--- src/rtl/sar_pkg.sv ---
// Package: shared types for the converter sequencer.
// Assumes: nothing beyond IEEE 1800-2017.
package sar_pkg;
    typedef enum logic [1:0] {
        ST_IDLE = 2'd0,
        ST_CONV = 2'd1,
        ST_LOAD = 2'd2
    } sar_state_e;
endpackage

--- src/rtl/sar_sync.sv ---
// sar_sync: brings the two asynchronous control pins into the clock domain.
// It reports the synchronised levels and a one-cycle flag when their OR falls.
// Assumes: STAGES >= 2; the pins idle high and are held longer than STAGES clocks.
module sar_sync #(
    parameter int STAGES = 2
) (
    input  logic clk,
    input  logic rst_n,
    input  logic sel_n,
    input  logic rd_cnv,
    output logic sel_s,
    output logic rdc_s,
    output logic or_low,
    output logic or_fall
);
    logic [STAGES-1:0] sel_pipe;
    logic [STAGES-1:0] rdc_pipe;
    logic              or_prev;
    logic              or_now;

    // Shift both pins through their synchroniser chains.
    always_ff @(posedge clk) begin
        if (!rst_n) begin
            sel_pipe <= '1;
            rdc_pipe <= '1;
        end else begin
            sel_pipe <= {sel_pipe[STAGES-2:0], sel_n};
            rdc_pipe <= {rdc_pipe[STAGES-2:0], rd_cnv};
        end
    end

    // Remember the previous ORed level for edge detection.
    always_ff @(posedge clk) begin
        if (!rst_n) or_prev <= 1'b1;
        else        or_prev <= or_now;
    end

    // Decode the synchronised levels.
    always_comb begin
        sel_s   = sel_pipe[STAGES-1];
        rdc_s   = rdc_pipe[STAGES-1];
        or_now  = sel_s | rdc_s;
        or_low  = ~or_now;
        or_fall = or_prev & ~or_now;
    end
endmodule

--- src/rtl/sar_seq.sv ---
// sar_seq: successive-approximation sequencer.
// It clears the SAR on start, tests one bit per CLK_PER_BIT clocks from the
// MSB down, then spends one cycle in a load state before returning to idle.
// Assumes: cmp_le answers combinationally to trial within the same cycle.
module sar_seq
    import sar_pkg::*;
#(
    parameter int DW          = 16,
    parameter int CLK_PER_BIT = 2
) (
    input  logic                  clk,
    input  logic                  rst_n,
    input  logic                  or_fall,
    input  logic                  or_low,
    input  logic                  cmp_le,
    output logic [DW-1:0]         trial,
    output logic [DW-1:0]         sar_bits,
    output logic [$clog2(DW)-1:0] bit_idx,
    output logic                  conv_act,
    output logic                  load_pulse,
    output logic                  ready
);
    localparam int IW = $clog2(DW);
    localparam int TW = (CLK_PER_BIT > 1) ? $clog2(CLK_PER_BIT) : 1;
    localparam logic [TW-1:0] TICK_LAST = TW'(CLK_PER_BIT - 1);
    localparam logic [IW-1:0] IDX_TOP   = IW'(DW - 1);

    sar_state_e    state;
    logic [TW-1:0] tick;
    logic          rearm;
    logic          start_go;

    // A start is a fresh OR fall, or both pins still low right after a load.
    always_comb begin
        start_go = (state == ST_IDLE) & (or_fall | (rearm & or_low));
    end

    // Main sequencing: state, bit pointer, per-bit tick counter and SAR.
    always_ff @(posedge clk) begin
        if (!rst_n) begin
            state    <= ST_IDLE;
            sar_bits <= '0;
            bit_idx  <= '0;
            tick     <= '0;
            ready    <= 1'b1;
            rearm    <= 1'b0;
        end else begin
            case (state)
                ST_IDLE: begin
                    rearm <= 1'b0;
                    if (start_go) begin
                        state    <= ST_CONV;
                        sar_bits <= '0;
                        bit_idx  <= IDX_TOP;
                        tick     <= '0;
                        ready    <= 1'b0;
                    end
                end
                ST_CONV: begin
                    if (tick == TICK_LAST) begin
                        tick              <= '0;
                        sar_bits[bit_idx] <= cmp_le;
                        if (bit_idx == '0) state   <= ST_LOAD;
                        else               bit_idx <= bit_idx - 1'b1;
                    end else begin
                        tick <= tick + 1'b1;
                    end
                end
                ST_LOAD: begin
                    state <= ST_IDLE;
                    ready <= 1'b1;
                    rearm <= 1'b1;
                end
                default: state <= ST_IDLE;
            endcase
        end
    end

    // Trial word: decided bits plus the bit under test; zero outside conversion.
    always_comb begin
        conv_act   = (state == ST_CONV);
        load_pulse = (state == ST_LOAD);
        trial      = '0;
        if (conv_act) begin
            trial          = sar_bits;
            trial[bit_idx] = 1'b1;
        end
    end
endmodule

--- src/rtl/sar_port.sv ---
// sar_port: result latch and parallel read port.
// It loads the SAR word as two's complement on load_pulse. It registers the
// drive enable from the synchronised pins and can exchange the byte lanes.
// Assumes: DW is even; disabled data reads as zero (the pad cell floats it).
module sar_port #(
    parameter int DW = 16
) (
    input  logic          clk,
    input  logic          rst_n,
    input  logic          load_pulse,
    input  logic [DW-1:0] sar_bits,
    input  logic          sel_s,
    input  logic          rdc_s,
    input  logic          byte_swap,
    output logic          bus_en,
    output logic [DW-1:0] bus_data
);
    localparam int HW = DW / 2;

    logic [DW-1:0] latch_q;
    logic [DW-1:0] swapped;
    logic          en_next;

    // Lane exchange, generated per bit.
    for (genvar g = 0; g < HW; g++) begin : g_lane
        assign swapped[g]      = latch_q[g + HW];
        assign swapped[g + HW] = latch_q[g];
    end

    // Read allowed when select is low and read/convert is high.
    always_comb en_next = ~sel_s & rdc_s;

    // Capture the result with the sign bit inverted.
    always_ff @(posedge clk) begin
        if (!rst_n)          latch_q <= '0;
        else if (load_pulse) latch_q <= sar_bits ^ {1'b1, {(DW-1){1'b0}}};
    end

    // Register the bus enable and the selected lane order.
    always_ff @(posedge clk) begin
        if (!rst_n) begin
            bus_en   <= 1'b0;
            bus_data <= '0;
        end else begin
            bus_en   <= en_next;
            bus_data <= en_next ? (byte_swap ? swapped : latch_q) : '0;
        end
    end
endmodule

--- src/rtl/sar_adc_ctrl.sv ---
// sar_adc_ctrl: top of the converter's digital side.
// It synchronises the control pins, runs the SAR and presents the result.
// Assumes: an external comparator drives cmp_le from dac_word combinationally.
module sar_adc_ctrl #(
    parameter int DW          = 16,
    parameter int CLK_PER_BIT = 2,
    parameter int SYNC_STAGES = 2
) (
    input  logic          clk,
    input  logic          rst_n,
    input  logic          sel_n,
    input  logic          rd_cnv,
    input  logic          byte_swap,
    input  logic          cmp_le,
    output logic [DW-1:0] dac_word,
    output logic          ready,
    output logic          bus_en,
    output logic [DW-1:0] bus_data
);
    logic                  sel_s;
    logic                  rdc_s;
    logic                  or_low;
    logic                  or_fall;
    logic [DW-1:0]         sar_bits;
    logic [$clog2(DW)-1:0] bit_idx;
    logic                  conv_act;
    logic                  load_pulse;

    sar_sync #(.STAGES(SYNC_STAGES)) u_sync (
        .clk     (clk),
        .rst_n   (rst_n),
        .sel_n   (sel_n),
        .rd_cnv  (rd_cnv),
        .sel_s   (sel_s),
        .rdc_s   (rdc_s),
        .or_low  (or_low),
        .or_fall (or_fall)
    );

    sar_seq #(.DW(DW), .CLK_PER_BIT(CLK_PER_BIT)) u_seq (
        .clk        (clk),
        .rst_n      (rst_n),
        .or_fall    (or_fall),
        .or_low     (or_low),
        .cmp_le     (cmp_le),
        .trial      (dac_word),
        .sar_bits   (sar_bits),
        .bit_idx    (bit_idx),
        .conv_act   (conv_act),
        .load_pulse (load_pulse),
        .ready      (ready)
    );

    sar_port #(.DW(DW)) u_port (
        .clk        (clk),
        .rst_n      (rst_n),
        .load_pulse (load_pulse),
        .sar_bits   (sar_bits),
        .sel_s      (sel_s),
        .rdc_s      (rdc_s),
        .byte_swap  (byte_swap),
        .bus_en     (bus_en),
        .bus_data   (bus_data)
    );
endmodule

--- config.mk ---
export PLATFORM = sky130hd
export DESIGN_NAME = sar_adc_ctrl
export DESIGN_NICKNAME = d
export VERILOG_FILES = /design/src/rtl/sar_pkg.sv /design/src/rtl/sar_sync.sv /design/src/rtl/sar_seq.sv /design/src/rtl/sar_port.sv /design/src/rtl/sar_adc_ctrl.sv
export SDC_FILE = /design/constraint.sdc
export NUM_CORES = 1
export LEC_CHECK = 0
export BUFFER_PORTS_ARGS = -buffer_cell sky130_fd_sc_hd__buf_2
export CAP_MARGIN = 20
export CORE_MARGIN = 3
export CORE_UTILIZATION = 25
export CTS_CLUSTER_SIZE = 40
export DETAILED_ROUTE_END_ITERATION = 10
export GPL_TIMING_DRIVEN = 0
export SLEW_MARGIN = 20
export SYNTH_ARGS = -nofsm -noshare
export SYNTH_HDL_FRONTEND = slang
export SYNTH_SLANG_ARGS = --single-unit
--- constraint.sdc ---
create_clock -name clk -period 3.2 [get_ports clk]
set_clock_uncertainty 0.1 [all_clocks]
set_input_delay 0.64 -clock clk [delete_from_list [all_inputs] [get_ports clk]]
set_output_delay 0.64 -clock clk [all_outputs]
set_load 0.01 [all_outputs]
== Yosys cells after proc, flatten, opt, wreduce, memory -nomap -nowiden ==
Cells that the tools add are included.
W data, S select, Z words.

* Reductions and logical operators: 11
* Eq/ne operators: 6
* Muxes and demuxes: 21
* Bitwise logic cells: 10
* Add/subtract/negate cells: 2
* Order comparisons: 2

{| class="wikitable"
|+ Operators by type and width
! kind !! count
|-
| $mux W16 || 4
|-
| $pmux W16 S2 || 1
|-
| $bwmux W16 || 1
|-
| $or A16 B16 Y16 || 1
|-
| $mux W4 || 3
|-
| $pmux W4 S2 || 1
|-
| $mux W2 || 3
|-
| $ne A2 B1 Y1 const B || 3
|-
| $pmux W1 S2 || 3
|-
| $reduce_and A2 Y1 || 3
|-
| $reduce_and A3 Y1 || 2
|-
| $lt A4 B5 Y1 const B || 1
|-
| $and A1 B1 Y1 || 4
|-
| $demux W1 S4 || 1
|-
| $ge A4 B1 Y1 const B || 1
|-
| $logic_not A4 Y1 || 1
|-
| $pmux W2 S2 || 1
|-
| $reduce_and A4 Y1 || 1
|-
| $reduce_bool A2 Y1 || 2
|-
| $sub A4 B1 Y4 const B || 1
|-
| $mux W1 || 3
|-
| $not A1 Y1 || 3
|-
| $eq A2 B1 Y1 const B || 1
|-
| $eq A2 B2 Y1 const B || 1
|-
| 5 further kinds || 6
|}

* Register bits: 63
* Input port bits: 6
* Output and inout port bits: 34
* Word-level logic and storage cells: 64

== Logic depth before layout (Yosys ltp) ==
* Word-level depth: 7
* Mapped depth: 7
* Mapped depth without buffers: 6

== Modules after synthesis ==
Synthesis repeated with hierarchy kept, for this count alone.

* Cells, all modules: 311
* Area total of the unflattened synthesis: 2824.0 um2

{| class="wikitable"
|+ By module, submodules not included
! module !! cells each !! instances !! area each (um2)
|-
| sar_seq || 194 || 1 || 1446.4
|-
| sar_port || 105 || 1 || 1227.4
|-
| sar_sync || 12 || 1 || 150.1
|}

== Worst setup path before layout ==
OpenSTA, ideal clock, no wires.

* Path type: flip-flop to output port
* Start point: register u_seq.bit_idx[0]
* End point: output dac_word[0]
* Stages on the path, launching flop included: 7
* Data arrival time: 1.339 ns
* Slack: 1.121 ns
* Path buffers: 1
* Cells stage by stage: dfxtp_1 > inv_1 > ha_1 > buf_2 > nor3b_2 > nor2_1 > nor2_1

* Cells in the longest elaborated chain, start to end: 6
* Elaborated cells between the ends (all ways): 7

{| class="wikitable"
|+ Ends and longest elaborated chain
! element !! RTL line !! RTL
|-
| start, declared || sar_seq.sv:18 || <nowiki>output logic [$clog2(DW)-1:0] bit_idx,</nowiki>
|-
| start signal, assigned || sar_seq.sv:64 || <nowiki>else bit_idx <= bit_idx - 1'b1;</nowiki>
|-
| $lt A4 B5 Y1 (not written as such) / $ge A4 B1 Y1 (equally long branches) || sar_seq.sv:86 || <nowiki>trial[bit_idx] = 1'b1;</nowiki>
|-
| $logic_and A1 B1 Y1 (not written as such) || sar_seq.sv:86 ||
|-
| $mux W1 (not written as such) || sar_seq.sv:86 ||
|-
| $demux W1 S4 (*) || n/a ||
|-
| $or A16 B16 Y16 (no line) (*) || n/a ||
|-
| $mux W16 (*) || sar_seq.sv:84 || <nowiki>if (conv_act) begin</nowiki>
|-
| end, declared || sar_adc_ctrl.sv:15 || <nowiki>output logic [DW-1:0] dac_word,</nowiki>
|}

Every way passes the cells marked *; elsewhere a longest branch is shown, timed or not.

== Final worst setup path ==
Ends and elaborated chain as after synthesis.

==> impl_metrics.yaml <==
clocking:
  cts.sinks: 63
  post_cts_resize_count: 0
  path_clk_slew_ns: 0.08
  htree_levels: 3
  cts_buffers: 9
  hold_buffers: 0
  clk_path_buf_depth: 2
  cts_root_buffer: "clkbuf_8"
  cts_tree: "built"
  clock_latency_ns: 0.34
  cts_setup_buffers: 0
drt:
  routedWlPerCell_um: 13.4
  firstDrtPassIters: 4
  num_vias: 2362
  drt_wl_total_um: 6810
  drc: 0
  vias_per_cell: 4.63
  ant_nets: 0
  first_iter_violations: 230
setup_path:
  endpoint: "dac_word[0]"
  crit_path_end_kind: "primary output"
  arrival_ns: 2.09
  worst_ep_required_time_ns: 2.46
  r2r-end: "u_seq.bit_idx[1]"
  ff2ff_setup_slack_ns: 1.15
  ff2ff_path_depth: 6
  r2r_start: "u_seq.bit_idx[0]"
  critical_path_class: "reg2out"
  startpoint: "u_seq.bit_idx[0]"
  cp-start-kind: "flop"
  critPathMaxFanout: 10
worst_hold_path:
  worstHoldPathType: "reg2reg"
power_and_ir_drop:
  power.switching_mw: 0.381
  swShare_pct: 23.3
  p_per_area_mw_per_mm2: 487
  pwr-share-clk_pct: 48.6
  p_seq_share_pct: 48.3
  intPower_mw: 1.26
  irDropWorstVdd_mv: 0.151
  combPwrFrac_pct: 3.1
  p_leak_nw: 1.33
final_layout:
  multi_input_area_sq_mm: 0.00137
  seqCellArea_sq_mm: 0.00126
  area_growth_pct: 21.0
  nets: 380
  drive_above_1_share_pct: 19.5
  nFillCells: 1106
  final_cells: 510
  post-route-util_pct: 31.9
  diodes: 0
global_routing:
  grt_max_degree: 14
  grt_pass1_wl_um: 11000
  track_usage_pct: 11.0
  gr-total-overflow: 0
  antenna_found_initial: 0
  grt_pass1_vias: 2270
sta:
  period_share_pct: 88.4
  rsz0062_at_grt: "false"
  max_freq_mhz: 353
  hold-worst-slack_ns: 0.312
  tightest_slew_ns: 0.553
  period_needed_ns: 2.83
  maxSlewViolCount: 0
  setup_tns_ns: 0
  maxSlewHeadroom_pct: 63.0
  setup_viol: 0
  hold_viol: 0
synth:
  synth_cell_types: 39
  syn_area_per_cell_sq_um: 8.68
  synth_ff_type: "dfxtp_1"
  ys_top_cells_by_count: "63 x dfxtp_1, 38 x nand2_1, 38 x nor2_1, 24 x a21oi_1, 22 x a21boi_0"
  synth.ff_latch_count: 63
  synthMostInstantiatedCell: "dfxtp_1"
  synth.yosys.seq_area_share_pct: 45.4
  synth_top_area_share_pct: 45.4
  ys_warn_count: 0
  ys_top_cells_by_area: "dfxtp_1 45%, a21boi_0 5.9%, mux2i_1 5.8%"
  syn_area_sq_mm: 0.00278
  syn-num-nets: 331
  synth-edff-count: 0
  synth-async-reset-ratio_pct: 0
  netlist_instances: 320
  synth_top_area_cell: "dfxtp_1"
floorplan:
  start_util_pct: 26.3
  die_w_um: 111
  ios: 40
  dieArea_sq_mm: 0.0124
  die_y_um: 111
  coreArea_sq_mm: 0.0106
  placementRows: 37
placed_design:
  place_hpwl_um: 5030
  io_buffers: 38
  gp_congestion: 0.836
  dp.cells: 494
outcome:
  status: "finished, final reports clean"
job:
  maxCapViolations: 0
## registers in the layout, summed over array words and instances, names as in the netlist, 2 cells and up
name / cells
u_port.bus_data: 16
u_port.latch_q: 16
u_seq.sar_bits: 16
u_seq.bit_idx: 4
u_seq.state: 2
u_sync.rdc_pipe: 2
u_sync.sel_pipe: 2
## how the worst min path moves through the flow
stage / startpoint / cells after the start / endpoint / slack [ns]
3_5_place_dp: u_sync.rdc_pipe[0] / 1 / u_sync.rdc_pipe[1] / 0.29
6_report: u_sync.rdc_pipe[0] / 1 / u_sync.rdc_pipe[1] / 0.31
5_1_grt: u_sync.rdc_pipe[0] / 1 / u_sync.rdc_pipe[1] / 0.33
2_1_floorplan: u_sync.rdc_pipe[0] / 1 / u_sync.rdc_pipe[1] / 0.29
3_3_place_gp: u_sync.rdc_pipe[0] / 1 / u_sync.rdc_pipe[1] / 0.30
4_1_cts: u_sync.rdc_pipe[0] / 1 / u_sync.rdc_pipe[1] / 0.31
## power by group through the flow
stage | logic (mW) | clock network, mW | registers, mW
after floorplan | 0.0361 | 0 | 0.808
after global placement | 0.0497 | 0 | 0.809
after detailed placement | 0.0505 | 0 | 0.809
after CTS | 0.0506 | 0.810 | 0.790
after global routing | 0.0550 | 0.844 | 0.791
final | 0.0503 | 0.796 | 0.790
## cells in the final DEF, fill, tap and decap left out, types with 5 or more instances in the layout
master	Yosys	final
clkbuf_1	16	16
o21ai_0	17	17
nor2_1	38	38
clkbuf_8	0	9
nand2_1	38	38
a21oi_1	24	24
ha_1	5	5
mux2i_1	16	16
dfxtp_1	63	63
a31oi_1	6	6
a21boi_0	22	22
buf_2	7	45
nand2b_1	5	5
a21boi_1	9	9
nand3_1	13	13
## worst max-delay path, stage by stage (launching register included)
cell	delay, ns
dfxtp_1	0.35
inv_1	0.14
ha_1	0.16
buf_2	0.20
nor3b_2	0.51
nor2_1	0.08
nor2_1	0.14
buf_2	0.16
## layout make-up
type                    instances  share of cell area (%)
clock inverters                 7                    2.98
inverters                       4                   0.447
well taps                     136                    5.06
clock buffers                   9                    3.68
repair buffers                 38                    5.66
plain buffers                  27                    3.98
multi-input cells             226                    40.7
flip-flops and latches         63                    37.5
## kinds of logic (layout without fill, tap and decap cells)
logic type,after synthesis,after routing,synth area share (%)
simple gates,116,116,19.9
compound gates,88,88,21.0
flops,63,63,45.4
buf+inv,31,85,5.36
mux,16,16,5.77
fa+ha+maj,5,5,2.25
xor+xnor,1,1,0.315
## layer usage
layer	global-route usage, %	wire length (um)	part of all wire (%)	vias to the layer above
met1	13.6	3070	45	1068
li1	-	-	-	1200
met4	5.35	144	2.1	0
met5	0	0	0	-
met3	2.72	433	6.4	13
met2	18.0	3170	47	81
## through the flow
| step | power, mW | setup slack, ns | instance area, sq um |
|---|---|---|---|
| CTS | 1.65 | 0.355 | 3360 |
| global route | 1.69 | 0.155 | 3360 |
| floorplan | 0.844 | 1.12 | 2780 |
| global placement | 0.858 | 0.723 | 3140 |
| finish | 1.64 | 0.370 | 3360 |
| detailed placement | 0.859 | 0.747 | 3140 |
No activity file was read; power rests on OpenSTA's default activity.
